$ cat src/rtl/nd_pkg.sv
package nd_pkg;
  localparam int unsigned A_W_DEF = 6;
  localparam int unsigned B_W_DEF = 11;
  typedef enum logic {PS_LOW = 1'b0, PS_HIGH = 1'b1} ps_sel_e;
endpackage

$ cat src/rtl/nd_down_ctr.sv
module nd_down_ctr #(
  parameter int unsigned W = 6,
  parameter bit HOLD_AT_ZERO = 1'b1
) (
  input  logic         clk_i,
  input  logic         rst_ni,
  input  logic         load_i,
  input  logic         step_i,
  input  logic [W-1:0] val_i,
  output logic [W-1:0] cnt_o,
  output logic         zero_o,
  output logic         one_o
);
  logic [W-1:0] cnt_q;
  logic         dec;

  generate
    if (HOLD_AT_ZERO) begin : g_sat
      assign dec = step_i && (cnt_q != '0);
    end else begin : g_wrap
      assign dec = step_i;
    end
  endgenerate

  always_ff @(posedge clk_i or negedge rst_ni) begin
    if (!rst_ni)     cnt_q <= '0;
    else if (load_i) cnt_q <= val_i;
    else if (dec)    cnt_q <= cnt_q - 1'b1;
  end

  assign cnt_o  = cnt_q;
  assign zero_o = (cnt_q == '0);
  assign one_o  = (cnt_q == W'(1));


  ctr_load_chk: assert property (@(posedge clk_i) disable iff (!rst_ni)
    load_i |=> cnt_q == $past(val_i));

  ctr_step_chk: assert property (@(posedge clk_i) disable iff (!rst_ni)
    (!load_i && step_i && cnt_q != '0) |=> cnt_q == $past(cnt_q) - 1'b1);

  ctr_idle_chk: assert property (@(posedge clk_i) disable iff (!rst_ni)
    (!load_i && !step_i) |=> $stable(cnt_q));
endmodule

$ cat src/rtl/nd_cfg_check.sv
module nd_cfg_check #(
  parameter int unsigned A_W = 6,
  parameter int unsigned B_W = 11
) (
  input  logic [A_W-1:0] a_i,
  input  logic [B_W-1:0] b_i,
  output logic           err_o
);
  localparam int unsigned CW = (A_W > B_W) ? A_W : B_W;
  logic [CW-1:0] a_ext, b_ext;

  always_comb begin
    a_ext = CW'(a_i);
    b_ext = CW'(b_i);
    err_o = (b_ext == '0) || (b_ext < a_ext);
  end
endmodule

$ cat src/rtl/nd_pulse_swallow_div.sv
module nd_pulse_swallow_div #(
  parameter int unsigned A_W = nd_pkg::A_W_DEF,
  parameter int unsigned B_W = nd_pkg::B_W_DEF
) (
  input  logic           clk_i,
  input  logic           rst_ni,
  input  logic           tick_i,
  input  logic           hold_i,
  input  logic           start_i,
  input  logic           pre_sel_i,
  input  logic [A_W-1:0] a_cfg_i,
  input  logic [B_W-1:0] b_cfg_i,
  output logic           mod_o,
  output logic           pre_sel_o,
  output logic           pulse_o,
  output logic           cfg_err_o
);
  import nd_pkg::*;

  logic           run_q;
  ps_sel_e        sel_q;
  logic           step, frame_end, ld;
  logic [A_W-1:0] a_cnt;
  logic [B_W-1:0] b_cnt;
  logic           a_zero, a_one, b_zero, b_one;

  assign step      = run_q && tick_i && !hold_i;
  assign frame_end = step && b_one;
  assign ld        = hold_i || !run_q || frame_end;

  nd_down_ctr #(.W(A_W), .HOLD_AT_ZERO(1'b1)) u_a_ctr (
    .clk_i(clk_i), .rst_ni(rst_ni), .load_i(ld), .step_i(step),
    .val_i(a_cfg_i), .cnt_o(a_cnt), .zero_o(a_zero), .one_o(a_one)
  );

  nd_down_ctr #(.W(B_W), .HOLD_AT_ZERO(1'b0)) u_b_ctr (
    .clk_i(clk_i), .rst_ni(rst_ni), .load_i(ld), .step_i(step),
    .val_i(b_cfg_i), .cnt_o(b_cnt), .zero_o(b_zero), .one_o(b_one)
  );

  nd_cfg_check #(.A_W(A_W), .B_W(B_W)) u_cfg_check (
    .a_i(a_cfg_i), .b_i(b_cfg_i), .err_o(cfg_err_o)
  );

  always_ff @(posedge clk_i or negedge rst_ni) begin
    if (!rst_ni)       run_q <= 1'b0;
    else if (hold_i)   run_q <= 1'b0;
    else if (start_i)  run_q <= 1'b1;
  end

  // select travels with the frame it belongs to
  always_ff @(posedge clk_i or negedge rst_ni) begin
    if (!rst_ni)  sel_q <= PS_LOW;
    else if (ld)  sel_q <= ps_sel_e'(pre_sel_i);
  end

  assign mod_o     = !a_zero;
  assign pre_sel_o = sel_q;
  assign pulse_o   = frame_end;


  hold_quiet_chk: assert property (@(posedge clk_i) disable iff (!rst_ni)
    hold_i |-> !pulse_o);

  hold_stop_chk: assert property (@(posedge clk_i) disable iff (!rst_ni)
    hold_i |=> !run_q);

  pulse_reload_chk: assert property (@(posedge clk_i) disable iff (!rst_ni)
    pulse_o |=> b_cnt == $past(b_cfg_i));

  sel_frame_chk: assert property (@(posedge clk_i) disable iff (!rst_ni)
    !ld |=> $stable(pre_sel_o));

  idle_quiet_chk: assert property (@(posedge clk_i) disable iff (!rst_ni)
    !run_q |-> !pulse_o);

  swallow_drop_chk: assert property (@(posedge clk_i) disable iff (!rst_ni)
    (step && !frame_end && a_one) |=> !mod_o);

  logic unused_ok;
  assign unused_ok = b_zero;
endmodule

$ cat config.mk
export PLATFORM = sky130hd
export DESIGN_NAME = nd_pulse_swallow_div
export DESIGN_NICKNAME = d
export VERILOG_FILES = /design/src/rtl/nd_pkg.sv /design/src/rtl/nd_down_ctr.sv /design/src/rtl/nd_cfg_check.sv /design/src/rtl/nd_pulse_swallow_div.sv
export SDC_FILE = /design/constraint.sdc
export NUM_CORES = 1
export LEC_CHECK = 0
export BUFFER_PORTS_ARGS = -buffer_cell sky130_fd_sc_hd__buf_2
export CORE_MARGIN = 2
export CORE_UTILIZATION = 50
export CTS_BUF_LIST = sky130_fd_sc_hd__clkbuf_4 sky130_fd_sc_hd__clkbuf_8
export DETAILED_ROUTE_END_ITERATION = 7
export HOLD_SLACK_MARGIN = 0.15
export PLACE_DENSITY = 0.84
export SKIP_LAST_GASP = 1
export SLEW_MARGIN = 25
export SYNTH_ARGS = -nofsm -noshare
export SYNTH_HDL_FRONTEND = slang
export SYNTH_SLANG_ARGS = --single-unit
$ cat constraint.sdc
create_clock -name clk_i -period 2.1 [get_ports clk_i]
set_input_delay 0.315 -clock clk_i [delete_from_list [all_inputs] [get_ports clk_i]]
set_output_delay 0.315 -clock clk_i [all_outputs]
set_load 0.1 [all_outputs]
* After elaboration in Yosys (flattened, before gate mapping)
Index checks and enable logic that the tools add are counted.
** Operators by class
- $mul :: 0
- Reductions and logical operators :: 16
- Mux-type cells :: 6
- Div/mod/pow operators :: 0
- Bitwise gates (word level) :: 0
- Eq/ne operators :: 1
- Shift-type cells :: 0
- Add/subtract/negate cells :: 2
- Order comparisons :: 1
** Operators with widths (number)
- two-way mux 11 bit :: 2
- two-way mux 6 bit :: 2
- equality test 11 x 1 -> 1 bit (second input constant) :: 1
- logical NOT 11 bit :: 1
- less-than comparator 11 x 6 -> 1 bit :: 1
- subtractor 11 x 1 -> 11 bit (second input constant) :: 1
- logical NOT 6 bit :: 1
- nonzero test 2 bit :: 3
- nonzero test 6 bit :: 1
- subtractor 6 x 1 -> 6 bit (second input constant) :: 1
- logical AND 1 bit :: 4
- logical NOT 1 bit :: 3
- logical OR 1 bit :: 3
- two-way mux 1 bit :: 2
** Word-level totals
- Word-level logic and storage cells :: 30
- Memory bits (writable) :: 0
- Memory bits (read-only) :: 0
- Bits in latches :: 0
- Memories kept :: 0
- Input port bits :: 23
- Register bits :: 19

* Depth between registers and ports, before layout
- Depth in word-level cells :: 5
- Depth in mapped cells :: 8
- Depth with buffers taken out :: 7

* Modules after synthesis
From an unflattened synthesis, not the netlist that was laid out.
** Unflattened totals
- Cells, all modules :: 150
- Area, all modules :: 1330.0 um^2
** By module, submodules not included
- nd_down_ctr at u_b_ctr :: cells each 70, sequential area each 275.3 um^2, area an instance 634.4 um^2, times used 1
- nd_down_ctr at u_a_ctr :: cells each 47, sequential area each 150.1 um^2, area an instance 421.7 um^2, times used 1
- nd_cfg_check :: cells each 22, sequential area each 0.0 um^2, area an instance 161.4 um^2, times used 1
- nd_pulse_swallow_div :: cells each 11, sequential area each 50.0 um^2, area an instance 112.6 um^2, times used 1

* Least setup slack after synthesis
OpenSTA, ideal clock, no wires.
- Path kind :: register to output
- Start point :: register u_b_ctr.cnt_q[1], in the netlist u_b_ctr.cnt_o[1]
- End point :: output pulse_o
- Stages on the path, launching flop included :: 6
- Required time :: 1.785 ns
- Arrival :: 3.074 ns
- Slack :: -1.289 ns
- Cell sequence :: dfrtp_1 > inv_1 > ha_1 > nor2b_1 > nand4_1 > nor3b_1
** On the way
- Longest elaborated chain between the ends :: 2
** RTL lines
- start: declaration :: line nd_down_ctr.sv:14 : logic [W-1:0] cnt_q;
- start signal: assignment :: line nd_down_ctr.sv:27 : else if (load_i) cnt_q <= val_i;
- start signal: assignment :: line nd_down_ctr.sv:28 : else if (dec) cnt_q <= cnt_q - 1'b1;
- equality test 11 x 1 -> 1 bit :: line nd_down_ctr.sv:33 : assign one_o = (cnt_q == W'(1));
- logical AND 1 bit :: line nd_pulse_swallow_div.sv:28 : assign frame_end = step && b_one;
- end: declaration :: line nd_pulse_swallow_div.sv:15 : output logic pulse_o,
No other way between the ends.

* Worst setup path in the final report
Same ends and word-level chain as after synthesis.

==> reports/results.txt <==
The run finished with clean final reports. The cell family contributing the most delay on the critical path is simple AND/OR/NAND/NOR gates. The hold-critical path depth works out to 2. The worst hold path terminates at run_q. STA puts the critical path data arrival time at 1710 ps.

For this block, the via count after detailed routing is 1,085. The first global-routing pass estimated 4600 µm of wire. Critical-path maximum fanout: 4. After detailed routing, no signal wire sits above met4. The area growth from synthesis to layout is 22.4%. In the final layout, the share of cells above drive strength 1 is 28.5%. The number of slew-limit violations in the final report was 0; the net count after synthesis was 173.

Yosys mapped a number of flops with a built-in enable equal to 0. The pre-CTS setup slack is 239 ps. The first routing iteration left 24 violations.

The end of the worst register-to-register path was u_b_ctr.cnt_o[0]. Summed over all layers, the global routing overflow is 0. The run gives 1430 µm² as the post-placement cell area. For this run, the leading register cell type out of synthesis is sky130_fd_sc_hd__dfrtp_1. Overall die height: 53.6 µm. In the synthesized netlist the async set-or-reset flop fraction comes to 100%. The total CTS buffers is 3. At the pin with the least slew margin, the transition time is 489 ps. On the critical path, the stage with the largest delay is an instance of sky130_fd_sc_hd__dfrtp_1. In this run the critical register-to-register path is launched from u_b_ctr.cnt_o[1].

After technology mapping, the gate count stands at 141. A synthesized cell averages 8.73 µm². Clock latency on the worst-skew pair: 300 ps. The port buffer count was 26.

Row generation in the floorplan step produced 17 rows. The critical path is of the register to output pin type. For the final database, setup skew stands at 1.41 ps. The number of different library cells used by synthesis comes to 34. VDD sags by at most 437 µV.

The run gives 22.7% as the global router's overall resource usage. TritonCTS built the clock tree. The run gives 1,060 as the via count of the first global-routing pass.

The startpoint identified for the worst hold timing path is hold_i. After routing the design area is 1510 µm². In this run the horizontal extent of the chip is 53.6 µm. The tools report the nature of the critical path endpoint as an output pin. The longest individual stage delay on the worst path is 440 ps, and the full die area is 2880 µm². The worst setup path is launched from a register. The buffer levels on the longest clock path was 2; the routed metal-1 wirelength was 1250 µm. The effective utilization at floorplan came out at 54.1%. Measured on the finished design, the core utilization comes to 66.2%. The run gives 0.850 as the routability-driven placement congestion ratio.

The count of H-tree levels built during CTS came out at 1. For the met2 routed wirelength, the log shows 1270 µm. The tools report the remaining routing DRC violations as 0. The worst pin sits at a relative slew slack of 67.6%. The mapped netlist covers 1230 µm². The number of antenna-violating nets in the routed design is 0. The worst hold path belongs to the class input port to register. The hold slack is 212 ps, and the mean routed wirelength per cell is 13.6 µm.

Clock tree synthesis selected as its root buffer the cell sky130_fd_sc_hd__clkbuf_4. The critical path goes through inv_2 > ha_4 > nor2b_1 > nand4_1 > nor3b_4 > buf_12. For the number of warning messages in the yosys log, the log shows 0.

The tools report the clock sink total as 19. For the antenna diode count, the log shows 0. Setup violations remaining at the end of the flow were counted as 0. Setup slack closes at 70.0 ps.

Area of the placeable core: 2280 µm². The buffers plus inverters on the worst setup path is 2. The run gives 0.709 nW as the static leakage power. The first TritonRoute pass finished after 4 iterations.

The total power density per cell area is 552 nW/µm², and the shortest period the worst path allows is 2030 ps. Data on the critical path is required at its endpoint by 1780 ps. Timing would allow up to 493 MHz. Summed over all nets, wire length on met3 after detailed routing comes to 149 µm. The flip-flop and latch count after synthesis was 19. Sequential cells were found to cover 38.6% of the synthesized design area. For this design the top-level I/O count stands at 27.

Clock-pin slew was measured on the worst setup and hold paths at 100 ps. Layout filler cell count: 177. In the finished design, the share of the clock period the worst path needs comes to 96.7%. The run gives 0 as the number of hold violations in the final report. Detailed placement finished with a half-perimeter wire length of 2060 µm. For the initial antenna violation count, the log shows 0. The final layout contains routed wiring with a total length of 2720 µm. After the last flow step, the layout net total stands at 205.

Dividing the detail-routed via count by the number of cells gives 5.43. The worst register-to-register path has a setup slack of 420 ps. The worst reg2reg path depth works out to 8. Max-cap violations in this run came to 0.

The tools report the largest net degree at the start of global routing as 21.
[cell usage after synthesis (2+ instances only)]
cell,number,area [µm²]
sky130_fd_sc_hd__a211oi_1,2,15.0
sky130_fd_sc_hd__a21oi_1,4,20.0
sky130_fd_sc_hd__buf_4,2,15.0
sky130_fd_sc_hd__dfrtp_1,19,475
sky130_fd_sc_hd__ha_1,9,113
sky130_fd_sc_hd__inv_1,9,33.8
sky130_fd_sc_hd__nand2_1,22,82.6
sky130_fd_sc_hd__nand3_1,3,15.0
sky130_fd_sc_hd__nand4_1,2,12.5
sky130_fd_sc_hd__nor2_1,9,33.8
sky130_fd_sc_hd__nor3_1,8,40.0
sky130_fd_sc_hd__nor3b_1,2,15.0
sky130_fd_sc_hd__o21ai_0,18,90.1
sky130_fd_sc_hd__or4_1,2,15.0
sky130_fd_sc_hd__xnor2_1,5,43.8
sky130_fd_sc_hd__xor2_1,7,61.3
[what timing repair did]
action | 4_1_cts | 5_1_grt
hold endpoints to repair | 19 | 0
setup buffers | 0 | 2
hold buffers | 1 | 0
resized for setup | 0 | 6
endpoints found under the setup margin | 0 | 1
[worst max path at each step]
stage	to	start	cells past startpoint
after detailed placement	cfg_err_o	a_cfg_i[1]	8
after floorplan	pulse_o	u_b_ctr.cnt_o[1]	5
after CTS	pulse_o	u_b_ctr.cnt_o[1]	6
final	pulse_o	u_b_ctr.cnt_o[1]	6
after global routing	pulse_o	u_b_ctr.cnt_o[1]	6
after global placement	cfg_err_o	a_cfg_i[1]	8
[area by class of cell]
class | instances | area, µm² | share of cell area [%]
inverters | 10 | 37.5 | 2.49
well taps | 28 | 35.0 | 2.33
multi-input cells | 108 | 727 | 48.3
clock buffers | 4 | 30.0 | 1.99
repair buffers | 31 | 200 | 13.3
flip-flops and latches | 19 | 477 | 31.6
[cells in the final DEF (no fill, tap or decap), types with 3 or more instances in the layout]
master and n:
sky130_fd_sc_hd__xnor2_1 5, sky130_fd_sc_hd__o21ai_0 18, sky130_fd_sc_hd__ha_1 8, sky130_fd_sc_hd__inv_1 8
sky130_fd_sc_hd__clkbuf_4 4, sky130_fd_sc_hd__nor2_1 9, sky130_fd_sc_hd__a21oi_1 4, sky130_fd_sc_hd__buf_2 24
sky130_fd_sc_hd__xor2_1 7, sky130_fd_sc_hd__nand3_1 3, sky130_fd_sc_hd__buf_4 4, sky130_fd_sc_hd__nand2_1 22
sky130_fd_sc_hd__dfrtp_1 18, sky130_fd_sc_hd__nor3_1 6
[routing by layer]
metal	track usage, %	up-vias
met5	0	-
met2	36.6	31
met1	30.3	510
li1	-	539
met3	3.89	5
met4	8.97	0
[per-stage QoR]
stage | cells | power [mW] | setup TNS [ps]
5_1_grt | 200 | 0.883 | -18.3
6_report | 200 | 0.832 | 0
2_1_floorplan | 141 | 0.556 | 0
4_1_cts | 198 | 0.824 | 0
3_3_place_gp | 193 | 0.614 | 0
3_5_place_dp | 193 | 0.623 | 0
[logic make-up (layout without fill, tap and decap cells)]
logic type,after synthesis,count (layout),share of synthesized area (%)
AO/OA/AOI/OAI,26,26,11.5
XOR/XNOR,12,12,8.54
adder cells (fa/ha/maj),9,9,9.15
buffers and inverters,14,45,5.08
flip-flops,19,19,38.6
multiplexers,2,2,2.13
AND/OR/NAND/NOR,59,59,25.0
[sequential cells by signal (all words and copies together), names as in the netlist]
name           flops
u_b_ctr.cnt_o     11
u_a_ctr.cnt_o      6
pre_sel_o          1
run_q              1
[power breakdown]
group	total (mW)	internal [mW]	switching, mW
combinational	0.202	0.0887	0.113
sequential	0.431	0.397	0.0332
clock	0.199	0.0870	0.112
total	0.832	0.573	0.258
(Power assumes the default switching activity.)
